## src/rtl/cal_alarm_pkg.sv

```systemverilog
package cal_alarm_pkg;
  localparam int NUM_FIELDS = 6;
  localparam int FIELD_W    = 12;
  localparam int DATA_W     = 16;
  localparam int CTRL_W     = 7;
  localparam int ARM_BIT    = 6;

  typedef enum logic [2:0] {
    SEL_CTRL  = 3'd0,
    SEL_SEC   = 3'd1,
    SEL_MIN   = 3'd2,
    SEL_HOUR  = 3'd3,
    SEL_DAY   = 3'd4,
    SEL_MON   = 3'd5,
    SEL_YEAR  = 3'd6,
    SEL_CLEAR = 3'd7
  } wr_sel_t;

  // Keep-mask for a stored alarm field, by field index (0 = seconds).
  function automatic logic [FIELD_W-1:0] field_mask(input int idx);
    case (idx)
      0, 1:    field_mask = 12'h07F;
      2, 3:    field_mask = 12'h03F;
      4:       field_mask = 12'h01F;
      default: field_mask = 12'hFFF;
    endcase
  endfunction

  // Write select that addresses field index idx.
  function automatic logic [2:0] field_sel(input int idx);
    field_sel = 3'(idx + 1);
  endfunction

  // Equality of a stored alarm field and the current time field.
  function automatic logic field_equal(input logic [FIELD_W-1:0] alm,
                                       input logic [FIELD_W-1:0] cur);
    field_equal = (alm == cur);
  endfunction
endpackage

```

## src/rtl/alarm_regs.sv

```systemverilog
module alarm_regs
  import cal_alarm_pkg::*;
#(
  parameter int NF = NUM_FIELDS,
  parameter int FW = FIELD_W,
  parameter int DW = DATA_W,
  parameter int CW = CTRL_W
) (
  input  logic                   clk,
  input  logic                   rst_n,
  input  logic                   wr_en,
  input  logic [2:0]             wr_sel,
  input  logic [DW-1:0]          wr_data,
  output logic [CW-1:0]          ctrl,
  output logic [NF-1:0][FW-1:0]  alm,
  output logic                   clear_req
);
  logic unused_hi;
  assign unused_hi = ^wr_data[DW-1:FW];

  always_ff @(posedge clk or negedge rst_n) begin
    if (!rst_n)
      ctrl <= '0;
    else if (wr_en && wr_sel == SEL_CTRL)
      ctrl <= wr_data[CW-1:0];
  end

  for (genvar f = 0; f < NF; f++) begin : g_field
    always_ff @(posedge clk or negedge rst_n) begin
      if (!rst_n)
        alm[f] <= '0;
      else if (wr_en && wr_sel == field_sel(f))
        alm[f] <= wr_data[FW-1:0] & field_mask(f);
    end

    // stored value never carries bits outside the field width
    a_r5_field_masked: assert property (@(posedge clk) disable iff (!rst_n)
      (wr_en && wr_sel == field_sel(f)) |=> ((alm[f] & ~field_mask(f)) == '0));
  end

  assign clear_req = wr_en && (wr_sel == SEL_CLEAR) && wr_data[1];

  // control write takes the low data bits
  a_r11_ctrl_write: assert property (@(posedge clk) disable iff (!rst_n)
    (wr_en && wr_sel == SEL_CTRL) |=> (ctrl == $past(wr_data[CW-1:0])));
endmodule

```

## src/rtl/alarm_match.sv

```systemverilog
module alarm_match
  import cal_alarm_pkg::*;
#(
  parameter int NF = NUM_FIELDS,
  parameter int FW = FIELD_W,
  parameter int CW = CTRL_W,
  parameter int AB = ARM_BIT
) (
  input  logic [CW-1:0]         ctrl,
  input  logic [NF-1:0][FW-1:0] alm,
  input  logic [NF-1:0][FW-1:0] cur,
  output logic [NF-1:0]         field_hit,
  output logic                  any_hit
);
  for (genvar f = 0; f < NF; f++) begin : g_cmp
    assign field_hit[f] = ctrl[f] && field_equal(alm[f], cur[f]);
  end

  assign any_hit = ctrl[AB] && (|field_hit);

  always_comb begin
    // a field reports a hit only while armed
    a_r3_armed_only: assert (((field_hit & ~ctrl[NF-1:0]) == '0));
  end
endmodule

```

## src/rtl/alarm_pending.sv

```systemverilog
module alarm_pending (
  input  logic clk,
  input  logic rst_n,
  input  logic tick,
  input  logic hit,
  input  logic clear_req,
  output logic pend
);
  logic set_evt;
  assign set_evt = tick && hit;

  always_ff @(posedge clk or negedge rst_n) begin
    if (!rst_n)
      pend <= 1'b0;
    else if (set_evt)
      pend <= 1'b1;
    else if (clear_req)
      pend <= 1'b0;
  end

  // a qualified match latches the alarm
  a_r7_fire: assert property (@(posedge clk) disable iff (!rst_n)
    (tick && hit) |=> pend);
  // without a strobe the alarm cannot rise
  a_r7_no_tick_no_rise: assert property (@(posedge clk) disable iff (!rst_n)
    (!pend && !tick) |=> !pend);
  // held until cleared
  a_r8_sticky: assert property (@(posedge clk) disable iff (!rst_n)
    (pend && !clear_req) |=> pend);
  // clear drops it when no match competes
  a_r8_clear: assert property (@(posedge clk) disable iff (!rst_n)
    (clear_req && !(tick && hit)) |=> !pend);
  // match wins over a simultaneous clear
  a_r9_set_wins: assert property (@(posedge clk) disable iff (!rst_n)
    (clear_req && tick && hit) |=> pend);
endmodule

```

## src/rtl/cal_alarm_cmp.sv

```systemverilog
module cal_alarm_cmp
  import cal_alarm_pkg::*;
#(
  parameter int NF = NUM_FIELDS,
  parameter int FW = FIELD_W,
  parameter int DW = DATA_W,
  parameter int CW = CTRL_W,
  parameter int AB = ARM_BIT
) (
  input  logic          clk,
  input  logic          rst_n,
  input  logic          wr_en,
  input  logic [2:0]    wr_sel,
  input  logic [DW-1:0] wr_data,
  input  logic          sec_tick,
  input  logic [7:0]    cur_sec,
  input  logic [7:0]    cur_min,
  input  logic [7:0]    cur_hour,
  input  logic [7:0]    cur_mday,
  input  logic [7:0]    cur_mon,
  input  logic [11:0]   cur_year,
  output logic          alarm_irq
);
  logic [CW-1:0]         ctrl;
  logic [NF-1:0][FW-1:0] alm;
  logic [NF-1:0][FW-1:0] cur;
  logic [NF-1:0]         field_hit;
  logic                  any_hit;
  logic                  clear_req;
  logic                  pend;

  assign cur[0] = FW'(cur_sec);
  assign cur[1] = FW'(cur_min);
  assign cur[2] = FW'(cur_hour);
  assign cur[3] = FW'(cur_mday);
  assign cur[4] = FW'(cur_mon);
  assign cur[5] = FW'(cur_year);

  alarm_regs #(.NF(NF), .FW(FW), .DW(DW), .CW(CW)) u_regs (
    .clk       (clk),
    .rst_n     (rst_n),
    .wr_en     (wr_en),
    .wr_sel    (wr_sel),
    .wr_data   (wr_data),
    .ctrl      (ctrl),
    .alm       (alm),
    .clear_req (clear_req)
  );

  alarm_match #(.NF(NF), .FW(FW), .CW(CW), .AB(AB)) u_match (
    .ctrl      (ctrl),
    .alm       (alm),
    .cur       (cur),
    .field_hit (field_hit),
    .any_hit   (any_hit)
  );

  alarm_pending u_pend (
    .clk       (clk),
    .rst_n     (rst_n),
    .tick      (sec_tick),
    .hit       (any_hit),
    .clear_req (clear_req),
    .pend      (pend)
  );

  assign alarm_irq = pend;

  // with the master arm off, an idle alarm stays idle
  a_r2_master_gate: assert property (@(posedge clk) disable iff (!rst_n)
    (!ctrl[AB] && !pend) |=> !pend);
  // any single armed hit on a strobe latches the alarm
  a_r4_any_field: assert property (@(posedge clk) disable iff (!rst_n)
    (sec_tick && ctrl[AB] && (field_hit != '0)) |=> alarm_irq);
endmodule

```

## config.mk

```make
export PLATFORM = sky130hd
export DESIGN_NAME = cal_alarm_cmp
export DESIGN_NICKNAME = d
export VERILOG_FILES = /design/src/rtl/cal_alarm_pkg.sv /design/src/rtl/alarm_regs.sv /design/src/rtl/alarm_match.sv /design/src/rtl/alarm_pending.sv /design/src/rtl/cal_alarm_cmp.sv
export SDC_FILE = /design/constraint.sdc
export NUM_CORES = 1
export LEC_CHECK = 0
export BUFFER_PORTS_ARGS = -buffer_cell sky130_fd_sc_hd__buf_4
export CAP_MARGIN = 20
export CORE_MARGIN = 10
export CORE_UTILIZATION = 37
export CTS_BUF_LIST = sky130_fd_sc_hd__clkbuf_4
export DETAILED_ROUTE_END_ITERATION = 10
export SYNTH_ARGS = -nofsm -noshare
export SYNTH_HDL_FRONTEND = slang
export SYNTH_SLANG_ARGS = --single-unit
```

## constraint.sdc

```tcl
create_clock -name clk -period 1.85 [get_ports clk]
set_clock_uncertainty 0.15 [all_clocks]
set_input_delay 0.185 -clock clk [delete_from_list [all_inputs] [get_ports clk]]
set_output_delay 0.185 -clock clk [all_outputs]
set_load 0.03 [all_outputs]
```

==> results of run 1 <==
-- synth_stat cells, drive strengths merged --
cell type / count / area [sq um]
nor4: 4 / 25.0
nor2: 4 / 15.0
a31oi: 2 / 12.5
buf: 3 / 23.8
a41oi: 1 / 8.76
xnor2: 32 / 280
nand4b: 3 / 26.3
nand2b: 1 / 13.8
xor2: 11 / 96.3
nand3b: 1 / 7.51
nand2: 2 / 7.51
o21a: 1 / 7.51
nor3b: 3 / 45.1
nor4b: 1 / 8.76
a21oi: 1 / 5.00
dfrtp: 51 / 1280
nand4: 7 / 43.8
nor3: 3 / 37.5
nand3: 2 / 10.0
mux2: 50 / 563
-- worst max path at each step --
| stage | to | start | cells past startpoint | slack, ns |
|---|---|---|---|---|
| floorplan | u_regs.alm[61]$_DFFE_PN0P_ | wr_sel[1] | 4 | 0.53 |
| global placement | u_regs.alm[1]$_DFFE_PN0P_ | wr_sel[2] | 4 | 0.31 |
| detailed placement | u_regs.alm[1]$_DFFE_PN0P_ | wr_sel[2] | 4 | 0.30 |
| CTS | u_pend.pend$_DFFE_PN0P_ | u_regs.alm[68]$_DFFE_PN0P_ | 5 | 0.35 |
| global route | u_pend.pend$_DFFE_PN0P_ | u_regs.alm[68]$_DFFE_PN0P_ | 5 | 0.24 |
| finish | u_pend.pend$_DFFE_PN0P_ | u_regs.alm[52]$_DFFE_PN0P_ | 4 | 0.38 |
-- flip-flops by register name (all words and copies together), names as in the netlist --
name	flops
u_pend.pend	1
u_regs.ctrl	7
u_regs.alm	43
-- stage by stage --
step	setup WS (ns)	std cells	cell area [sq um]	util, %
2_1_floorplan	0.533	183	2510	-
3_3_place_gp	0.309	329	3130	48.4
3_5_place_dp	0.300	329	3130	48.4
4_1_cts	0.348	351	3320	51.4
5_1_grt	0.244	351	3320	51.4
6_report	0.382	351	3320	51.4
-- cell families after synthesis --
logic type / after synthesis / synth area share (%)
and+or+nand+nor: 31 / 9.56
xor gates and xnor gates: 43 / 15.0
DFF: 51 / 50.8
muxes: 50 / 22.4
buffers and inverters: 3 / 0.946
AOI/OAI and AO/OA: 5 / 1.34
-- metal layers --
metal / wire length [microns] / part of all wire (%) / track usage [%] / vias to the layer above
met1: 2710 / 46 / 15.4 / 811
met2: 2650 / 45 / 18.0 / 50
met5: 0 / 0 / 0 / -
met3: 497 / 8.4 / 5.13 / 5
met4: 53 / 0.90 / 2.60 / 0
li1: - / - / - / 834
-- repair_timing --
action / in CTS / in global routing
setup buffers: 0 / 0
hold endpoints to repair: 96 / 0
hold buffers: 14 / 0
-- area by class of cell --
class	instances	area share, %
multi-input combinational	129	36.6
sequential	51	38.4
clock inverter	2	0.226
clock buffer	6	1.36
timing repair buffer	86	20.5
tap	77	2.90
-- critical path, stage by stage, from the launching register on --
cell,delay [ns]
dfrtp_1,0.42
xor2_1,0.14
nor4_1,0.32
a31oi_1,0.18
a31oi_1,0.18
-- where the power goes --
group          leakage [uW]  internal, uW  switching, uW  total, uW
logic              0.000782           462            230        692
registers          0.000614          1350            147       1500
clock network     0.0000307           157            346        503
==> flow_metrics.env, run 1 <==
export IMPL_worst_path_max_fanout=2
export IMPL_cts_buffers=5
export IMPL_clk_pin_slew_ns=0.15
export IMPL_final_cell_mix="buf_4, dfrtp_1, mux2_2, xnor2_1, dlygate4sd3_1"
export IMPL_cts_tree="yes"
export IMPL_first_global_vias=1937
export IMPL_gr_total_overflow=0
export IMPL_synth_nets=258
export IMPL_yosysUniqueCellTypes=24
export IMPL_die_w_microns=102
export IMPL_route_detailed_drc=0
export IMPL_final_layout_size_suffix_gt1_share_pct=48.5
export IMPL_nNetsFinal=348
export IMPL_drt_total_wl_microns=5910
export IMPL_r2r_slack_ns=0.38
export IMPL_initial_utilization_pct=38.9
export IMPL_ant_nets=0
export IMPL_wire_per_inst_microns=16.8
export IMPL_fin_crit_ns=1.47
export IMPL_mostFrequentLayoutCell="buf_4"
export IMPL_via_per_inst=4.84
export IMPL_synth_area_sq_um=2510
export IMPL_clk_latency_ns=0.37
export IMPL_syn_area_per_cell_sq_um=13.7
export IMPL_core_sq_um=6460
export IMPL_cts_root_buffer_cell="clkbuf_4"
export IMPL_clk_path_buf_depth=2
export IMPL_relSlewSlack_pct=56.1
export IMPL_worstHoldPathCells=4
export IMPL_antenna_cells=0
export IMPL_floorplan_die_height_microns=102
export IMPL_die_area_sq_um=10500
export IMPL_num_rows=29
export IMPL_grt_usage_pct=11.9
export IMPL_gp_congestion=0.760
export IMPL_synth_sequential_area_ratio_pct=50.8
export IMPL_post_route_period_util_pct=79.3
export IMPL_via_count=1700
export IMPL_io_pins=76
export IMPL_worstSetupPathType="flip-flop to flip-flop"
export IMPL_dp_hpwl_microns=4360
export IMPL_peakVddDrop_mv=0.409
export IMPL_portBuffers=71
export IMPL_fmax_mhz=681
export IMPL_hp_start="cur_sec[2]"
export IMPL_fin_hold_ws_ns=0.0949
export IMPL_synthCells=183
export IMPL_ff_latch_area_sq_um=1280
export IMPL_tns_ns=0
export IMPL_cts_resized=0
export IMPL_worst_pin_slew_ns=0.658
export IMPL_htreeDepth=2
export IMPL_ys_warn_count=0
export IMPL_finalMaxSlewViolations=0
export IMPL_worstPathArrival_ns=1.61
export IMPL_first_pass_iters=4
export IMPL_hold_path_class="input port to flip-flop"
export IMPL_multi_input_area_sq_um=1210
export IMPL_hold_path_endpoint="u_pend.pend$_DFFE_PN0P_"
export IMPL_p_per_area_nw_per_um2=812
export IMPL_drt_iter0_drc=27
export IMPL_clock_sinks=51
export IMPL_status="finished, final reports clean"
export IMPL_final_hold_viol_count=0
export IMPL_drv_cap=0
export IMPL_reg2reg_to="u_pend.pend$_DFFE_PN0P_"
export IMPL_start_kind="flip-flop"
export IMPL_power_uw=2700
export IMPL_cp_required_ns=1.99
export IMPL_rsz0062_at_grt="no"
export IMPL_final_fill_count=623
export IMPL_synth_ff_latch_count=51
export IMPL_end_kind="flip-flop"
export IMPL_grt_pass1_wl_microns=9700
export IMPL_antenna_found_initial=0
export IMPL_setup_viol_count_final=0
export IMPL_reg2reg_from="u_regs.alm[52]$_DFFE_PN0P_"
export IMPL_power_leakage_uw=0.00143
export IMPL_grt_start_max_net_pins=52
export IMPL_rr_worst_depth=4
export IMPL_area_delta_synth_final_pct=32.1
(Power assumes the default switching activity.)
==> run 2: changes to the inputs <==
ABC_AREA = 1   (was default)
clock period = 1.2 ns   (was 1.85 ns; I/O delays follow)
==> run 2 against run 1 <==
  * The flow now finishes with violations (negative hold slack, negative setup slack)
  * Die area increased by 11%
  * Sequential power is 50% higher
  * Final cell count rose by 70%
  * Critical path type unchanged
  * Register-to-register slack got worse by 0.48 ns
  * Largest power group unchanged
  * Largest cell class unchanged
  * Sequential share of layout area down 4.9 points
  * Highest routed layer unchanged
  * Global-route usage rose by 0.69 points
  * Non-clock buffer count increased by 15
  * Synthesized cell count grew 120%
  * Setup slack got worse by 0.48 ns
  * Core utilization grew 0.20 points
==> flow_metrics.env, run 2 <==
export IMPL_finalMaxSlewViolations=0
export IMPL_reg_top3="u_regs.alm: 43 flops, u_regs.ctrl: 7 flops, u_pend.pend: 1 flops"
export IMPL_fin_crit_ns=1.30
export IMPL_synth_xor_area_share_pct=4.00
export IMPL_wire_per_inst_microns=11.9
export IMPL_portBuffers=71
export IMPL_cts_buffers=5
export IMPL_largest_reg_flops=43
export IMPL_dp_hpwl_microns=5490
export IMPL_synthMuxAreaShare_pct=0.527
export IMPL_grt_start_max_net_pins=24
export IMPL_worst_path_max_fanout=2
export IMPL_floorplan_die_height_microns=108
export IMPL_dp_slack_ns=-0.140
export IMPL_clk_pin_slew_ns=0.16
export IMPL_worstSetupPathType="flip-flop to flip-flop"
export IMPL_synth_ff_latch_count=51
export IMPL_synth_fa_ha_area_share_pct=0
export IMPL_via_count=2510
export IMPL_cts_root_buffer_cell="clkbuf_4"
export IMPL_syn_area_per_cell_sq_um=7.21
export IMPL_fmax_mhz=770
export IMPL_ys_warn_count=0
export IMPL_cts_tree="yes"
export IMPL_synth_top_family_by_area="simple AND/OR/NAND/NOR gates"
export IMPL_initial_utilization_pct=38.6
export IMPL_yosys_most_used_dff="dfrtp_1"
export IMPL_route_met2_wl_microns=3330
export IMPL_gr_total_overflow=0
export IMPL_end_kind="flip-flop"
export IMPL_fin_hold_ws_ns=-0.0221
export IMPL_clk_latency_ns=0.38
export IMPL_final_util_pct=51.6
export IMPL_drv_cap=0
export IMPL_regMostFlops="u_regs.alm"
export IMPL_clk_path_buf_depth=2
export IMPL_drt_iter0_drc=72
export IMPL_p_per_area_nw_per_um2=1180
export IMPL_top_layer="met4"
export IMPL_status="finished, violations left"
export IMPL_ant_nets=0
export IMPL_first_global_vias=2538
export IMPL_start_kind="flip-flop"
export IMPL_grt_pass1_wl_microns=11800
export IMPL_final_layout_size_suffix_gt1_share_pct=24.9
export IMPL_synthTopCellsByArea="dfrtp_1, nand2_1, inv_1"
export IMPL_die_area_sq_um=11600
export IMPL_yosysUniqueCellTypes=24
export IMPL_worst_pin_slew_ns=0.492
export IMPL_wl_met1_microns=3190
export IMPL_antenna_found_initial=0
export IMPL_yosysMostFrequentCell="nand2_1"
export IMPL_die_w_microns=108
export IMPL_route_detailed_drc=0
export IMPL_hold_path_class="input port to asynchronous set/reset pin"
export IMPL_synthCells=395
export IMPL_area_delta_synth_final_pct=33.6
export IMPL_post_route_period_util_pct=108
export IMPL_setup_viol_count_final=2
export IMPL_final_cell_mix="nand2_1, buf_4, inv_1, dfrtp_1, nor2_1"
export IMPL_cts_hold_buf=13
export IMPL_synth_simple_area_share_pct=27.5
export IMPL_failed_checks="negative hold slack, negative setup slack"
export IMPL_tns_ns=-0.127
export IMPL_antenna_cells=0
export IMPL_power_leakage_uw=0.00212
export IMPL_synth_nets=470
export IMPL_num_rows=31
export IMPL_grt_usage_pct=12.6
export IMPL_synth_sequential_area_ratio_pct=44.8
export IMPL_peakVddDrop_mv=0.546
export IMPL_dr_wl_met3_microns=453
export IMPL_nNetsFinal=571
export IMPL_synth_top_area_share_pct=44.8
export IMPL_htreeDepth=2
export IMPL_synth_enable_flop_cells=0
export IMPL_io_pins=76
export IMPL_mostFrequentLayoutCell="nand2_1"
export IMPL_relSlewSlack_pct=67.1
export IMPL_clock_sinks=51
export IMPL_via_per_inst=4.21
export IMPL_async_flop_share_pct=100
export IMPL_layout_setup_ws_ns=-0.0990
export IMPL_gp_congestion=0.778
export IMPL_cp_required_ns=1.33
export IMPL_worstPathArrival_ns=1.43
export IMPL_synth_compound_area_share_pct=11.4
export IMPL_rsz0062_at_grt="yes"
export IMPL_core_sq_um=7370
export IMPL_synth_commonest_cells="nand2_1, inv_1, dfrtp_1"
export IMPL_drt_total_wl_microns=7120
export IMPL_synth_area_sq_um=2850
export IMPL_post_synth_top_area_cell="dfrtp_1"
export IMPL_final_hold_viol_count=15
export IMPL_first_pass_iters=4
==> run 2: cell count changes in the layout (fill, tap and decap cells not counted), sizes merged, moves of 3 or more <==
cell,delta
xnor2,-24
nor2,+39
nor3b,-3
nor4,-4
xor2,-6
o21ai,+46
nand2,+146
buf,+16
nand4,-6
nand4b,-3
inv,+73
a21oi,+5
mux2,-49
==> run 2: timing repair <==
action | in CTS | in global routing
resized for setup | 1 | 3
endpoints found under the setup margin | 2 | 2
pin swaps | 2 | 0
setup buffers | 0 | 1
endpoints found under the hold margin | 66 | 15
==> run 2: routing by layer <==
metal  up-vias  track usage (%)
li1       1381                -
met1      1073             15.2
met2        45             20.6
met3        11             3.47
met4         0             5.25
met5         -                0
==> run 2: area by class of cell <==
type                       instances  area (sq um)
fill                             762          3570
sequential                        51          1280
multi-input combinational        265          1240
timing repair buffer             101           807
inverter                          72           270
tap                               99           124
clock inverter                     3          42.5
clock buffer                       5          37.5
==> run 2: power by group <==
group          switching, uW  total [uW]  leakage, uW  internal, uW
clock network            562        1000    0.0000432           440
logic                    587        1240      0.00144           651
registers                218        2250     0.000635          2040
total                   1370        4490      0.00212          3130
==> run 2: kinds of logic (layout without fill, tap and decap cells) <==
logic type                Yosys count  in the layout
AOI/OAI and AO/OA                  53             53
DFF                                51             51
muxes                               1              1
xor gates and xnor gates           13             13
and+or+nand+nor                   198            198
buffers and inverters              79            181
==> run 2: critical path: stages, from the launching register on <==
cell	delay, ns
dfrtp_1	0.43
xnor2_1	0.14
nand2_1	0.08
nor2_1	0.04
nand2_1	0.07
nand2_1	0.05
nor2_1	0.09
nand2_1	0.05
nand2_1	0.05
nand2_1	0.04
==> run 2: path summary, 6_finish.rpt <==
kind                                                  from                    endpoint  slack (ns)  cells after the start
worst min-delay path                                 rst_n  u_regs.alm[29]$_DFFE_PN0P_       -0.02                      2
worst max register to register  u_regs.alm[27]$_DFFE_PN0P_     u_pend.pend$_DFFE_PN0P_        -0.1                      9
min in group clk                                wr_data[0]  u_regs.alm[12]$_DFFE_PN0P_        0.01                      3
max in group asynchronous                            rst_n  u_regs.alm[37]$_DFFE_PN0P_        0.48                      3
worst min register to register  u_regs.ctrl[2]$_DFFE_PN0P_  u_regs.ctrl[2]$_DFFE_PN0P_        0.36                      2
worst max-delay path            u_regs.alm[27]$_DFFE_PN0P_     u_pend.pend$_DFFE_PN0P_        -0.1                      9
==> run 2: metrics by stage <==
step / hold slack (ns) / cell area [sq um] / instances / power, uW
floorplan: -0.326 / 2850 / 395 / 2980
global placement: -0.147 / 3570 / 574 / 3450
detailed placement: -0.148 / 3570 / 574 / 3500
CTS: -0.0339 / 3790 / 595 / 4540
global route: -0.0319 / 3800 / 596 / 4860
finish: -0.0221 / 3800 / 596 / 4490
==> run 3: changes to the inputs <==
SYNTH_HIERARCHICAL = 1   (was default)
==> run 3 against run 2 <==
  * The run still ends with negative hold slack, negative setup slack left
  * Fmax decreased by 11%
  * Synthesized cell count increased by 66%
  * Clock power about the same
  * Synthesized area increased by 35%
  * Worst hold slack improved by 0.012 ns
  * Global-route usage increased by 0.53 points
  * Final cell count increased by 57%
  * Critical path type unchanged
  * Critical endpoint is now u_pend/pend$_DFFE_PN0P_
==> flow_metrics.env, run 3 <==
export IMPL_status="finished, violations left"
export IMPL_failed_checks="negative hold slack, negative setup slack"
export IMPL_area_delta_synth_final_pct=29.8
export IMPL_largest_reg_flops=43
export IMPL_io_pins=76
export IMPL_core_sq_um=10200
export IMPL_hold_path_class="input port to flip-flop"
export IMPL_synthCells=655
export IMPL_via_count=3804
export IMPL_antenna_cells=0
export IMPL_regMostFlops="u_regs/alm"
export IMPL_gr_total_overflow=0
export IMPL_worst_pin_slew_ns=0.867
export IMPL_htreeDepth=2
export IMPL_rsz0062_at_grt="yes"
export IMPL_drt_iter0_drc=142
export IMPL_synth_area_sq_um=3830
export IMPL_antenna_found_initial=0
export IMPL_placed_cells=910
export IMPL_final_fill_count=1064
export IMPL_first_pass_iters=4
export IMPL_layout_setup_ws_ns=-0.256
export IMPL_final_hold_viol_count=1
export IMPL_clk_latency_ns=0.37
export IMPL_syn_area_per_cell_sq_um=5.85
export IMPL_cts_buffers=5
export IMPL_wire_per_inst_microns=9.97
export IMPL_clk_pin_slew_ns=0.15
export IMPL_grt_usage_pct=13.1
export IMPL_mostFrequentLayoutCell="nand2_1"
export IMPL_peakVddDrop_mv=0.701
export IMPL_die_area_sq_um=14800
export IMPL_power_leakage_uw=0.00297
export IMPL_start_kind="flip-flop"
export IMPL_post_route_period_util_pct=121
export IMPL_die_w_microns=122
export IMPL_portBuffers=71
export IMPL_final_util_pct=48.8
export IMPL_reg_top3="u_regs/alm: 43 flops, u_regs/ctrl: 7 flops, u_pend/pend: 1 flops"
export IMPL_cts_tree="yes"
export IMPL_via_per_inst=4.06
export IMPL_end_kind="flip-flop"
export IMPL_tns_ns=-0.262
export IMPL_drv_cap=0
export IMPL_dp_hpwl_microns=7360
export IMPL_fin_hold_ws_ns=-0.00968
export IMPL_gp_congestion=0.787
export IMPL_ys_warn_count=6
export IMPL_first_global_vias=3815
export IMPL_fmax_mhz=687
export IMPL_fin_crit_ns=1.46
export IMPL_power_uw=4730
export IMPL_floorplan_die_height_microns=122
export IMPL_cts_root_buffer_cell="clkbuf_4"
export IMPL_clk_path_buf_depth=2
export IMPL_initial_utilization_pct=37.6
export IMPL_setup_viol_count_final=2
export IMPL_drt_total_wl_microns=9360
export IMPL_route_detailed_drc=0
export IMPL_worstSetupPathType="flip-flop to flip-flop"
export IMPL_nNetsFinal=876
export IMPL_final_layout_size_suffix_gt1_share_pct=16.1
export IMPL_ant_nets=0
export IMPL_cp_required_ns=1.38
export IMPL_grt_start_max_net_pins=52
export IMPL_final_cell_mix="nand2_1, inv_1, buf_4, conb_1, nor2_1"
export IMPL_finalMaxSlewViolations=0
export IMPL_grt_pass1_wl_microns=16300
export IMPL_instances_no_fill=938
export IMPL_p_per_area_nw_per_um2=953
export IMPL_relSlewSlack_pct=42.0
export IMPL_worst_path_max_fanout=3
export IMPL_num_rows=37
export IMPL_worstPathArrival_ns=1.63
export IMPL_clock_sinks=51
[run 3: metal layers]
layer / wire length, microns / part of all wire (%) / vias to the layer above / track usage, %
met1: 4200 / 45 / 1632 / 16.4
met2: 4490 / 48 / 77 / 22.6
met4: 47 / 0.50 / 0 / 2.53
met3: 619 / 6.6 / 7 / 3.01
li1: - / - / 2088 / -
met5: 0 / 0 / - / 0
[run 3: final cells by class]
| type | instances | area (sq um) | area share (%) |
|---|---|---|---|
| Clock buffer | 5 | 37.5 | 0.755 |
| Clock inverter | 3 | 38.8 | 0.780 |
| Inverter | 128 | 480 | 9.67 |
| Multi-Input combinational cell | 502 | 2060 | 41.5 |
| Sequential cell | 51 | 1280 | 25.7 |
| Tap cell | 136 | 170 | 3.42 |
| Timing Repair Buffer | 113 | 902 | 18.2 |
[run 3: what timing repair did]
| item | in CTS | in global routing |
|---|---|---|
| endpoints found under the setup margin | 2 | 6 |
| resized for setup | 2 | 5 |
| hold buffers | 16 | 0 |
| endpoints found under the hold margin | 102 | 0 |
| setup buffers | 1 | 4 |
| pin swaps | 8 | 12 |
[run 3: power by group]
part           internal [uW]  switching [uW]  total, uW
Clock                    430             538        968
Sequential              2030             234       2270
Combinational            730             770       1500
Total                   3190            1540       4730
[run 3: final timing paths]
path | slack (ns) | cells past startpoint | start | to
min in group asynchronous | 0.08 | 3 | rst_n | u_regs/ctrl[5]$_DFFE_PN0P_
max reg2reg | -0.26 | 12 | u_regs/alm[13]$_DFFE_PN0P_ | u_pend/pend$_DFFE_PN0P_
min reg2reg | 0.34 | 2 | u_regs/alm[12]$_DFFE_PN0P_ | u_regs/alm[12]$_DFFE_PN0P_
max | -0.26 | 12 | u_regs/alm[13]$_DFFE_PN0P_ | u_pend/pend$_DFFE_PN0P_
max in group asynchronous | 0.56 | 3 | rst_n | u_regs/alm[28]$_DFFE_PN0P_
min | -0.01 | 5 | wr_sel[2] | u_regs/ctrl[5]$_DFFE_PN0P_
[run 3: stage by stage]
stage	worst slack, ns	area, sq um
2_1_floorplan	-0.0707	4070
3_3_place_gp	-0.232	4690
3_5_place_dp	-0.290	4690
4_1_cts	-0.280	4940
5_1_grt	-0.393	4970
6_report	-0.256	4970
[run 3: critical path, stage by stage, from the launching register on]
cell and delay (ns):
dfrtp_1 0.41, inv_1 0.05, nand2_1 0.05, nand2_1 0.04, nor2_1 0.08, nand2_1 0.08
nor2_2 0.12, nand2_1 0.09, nand2_1 0.09, inv_2 0.04, a21oi_2 0.10, nand2_1 0.06
nand2_1 0.05
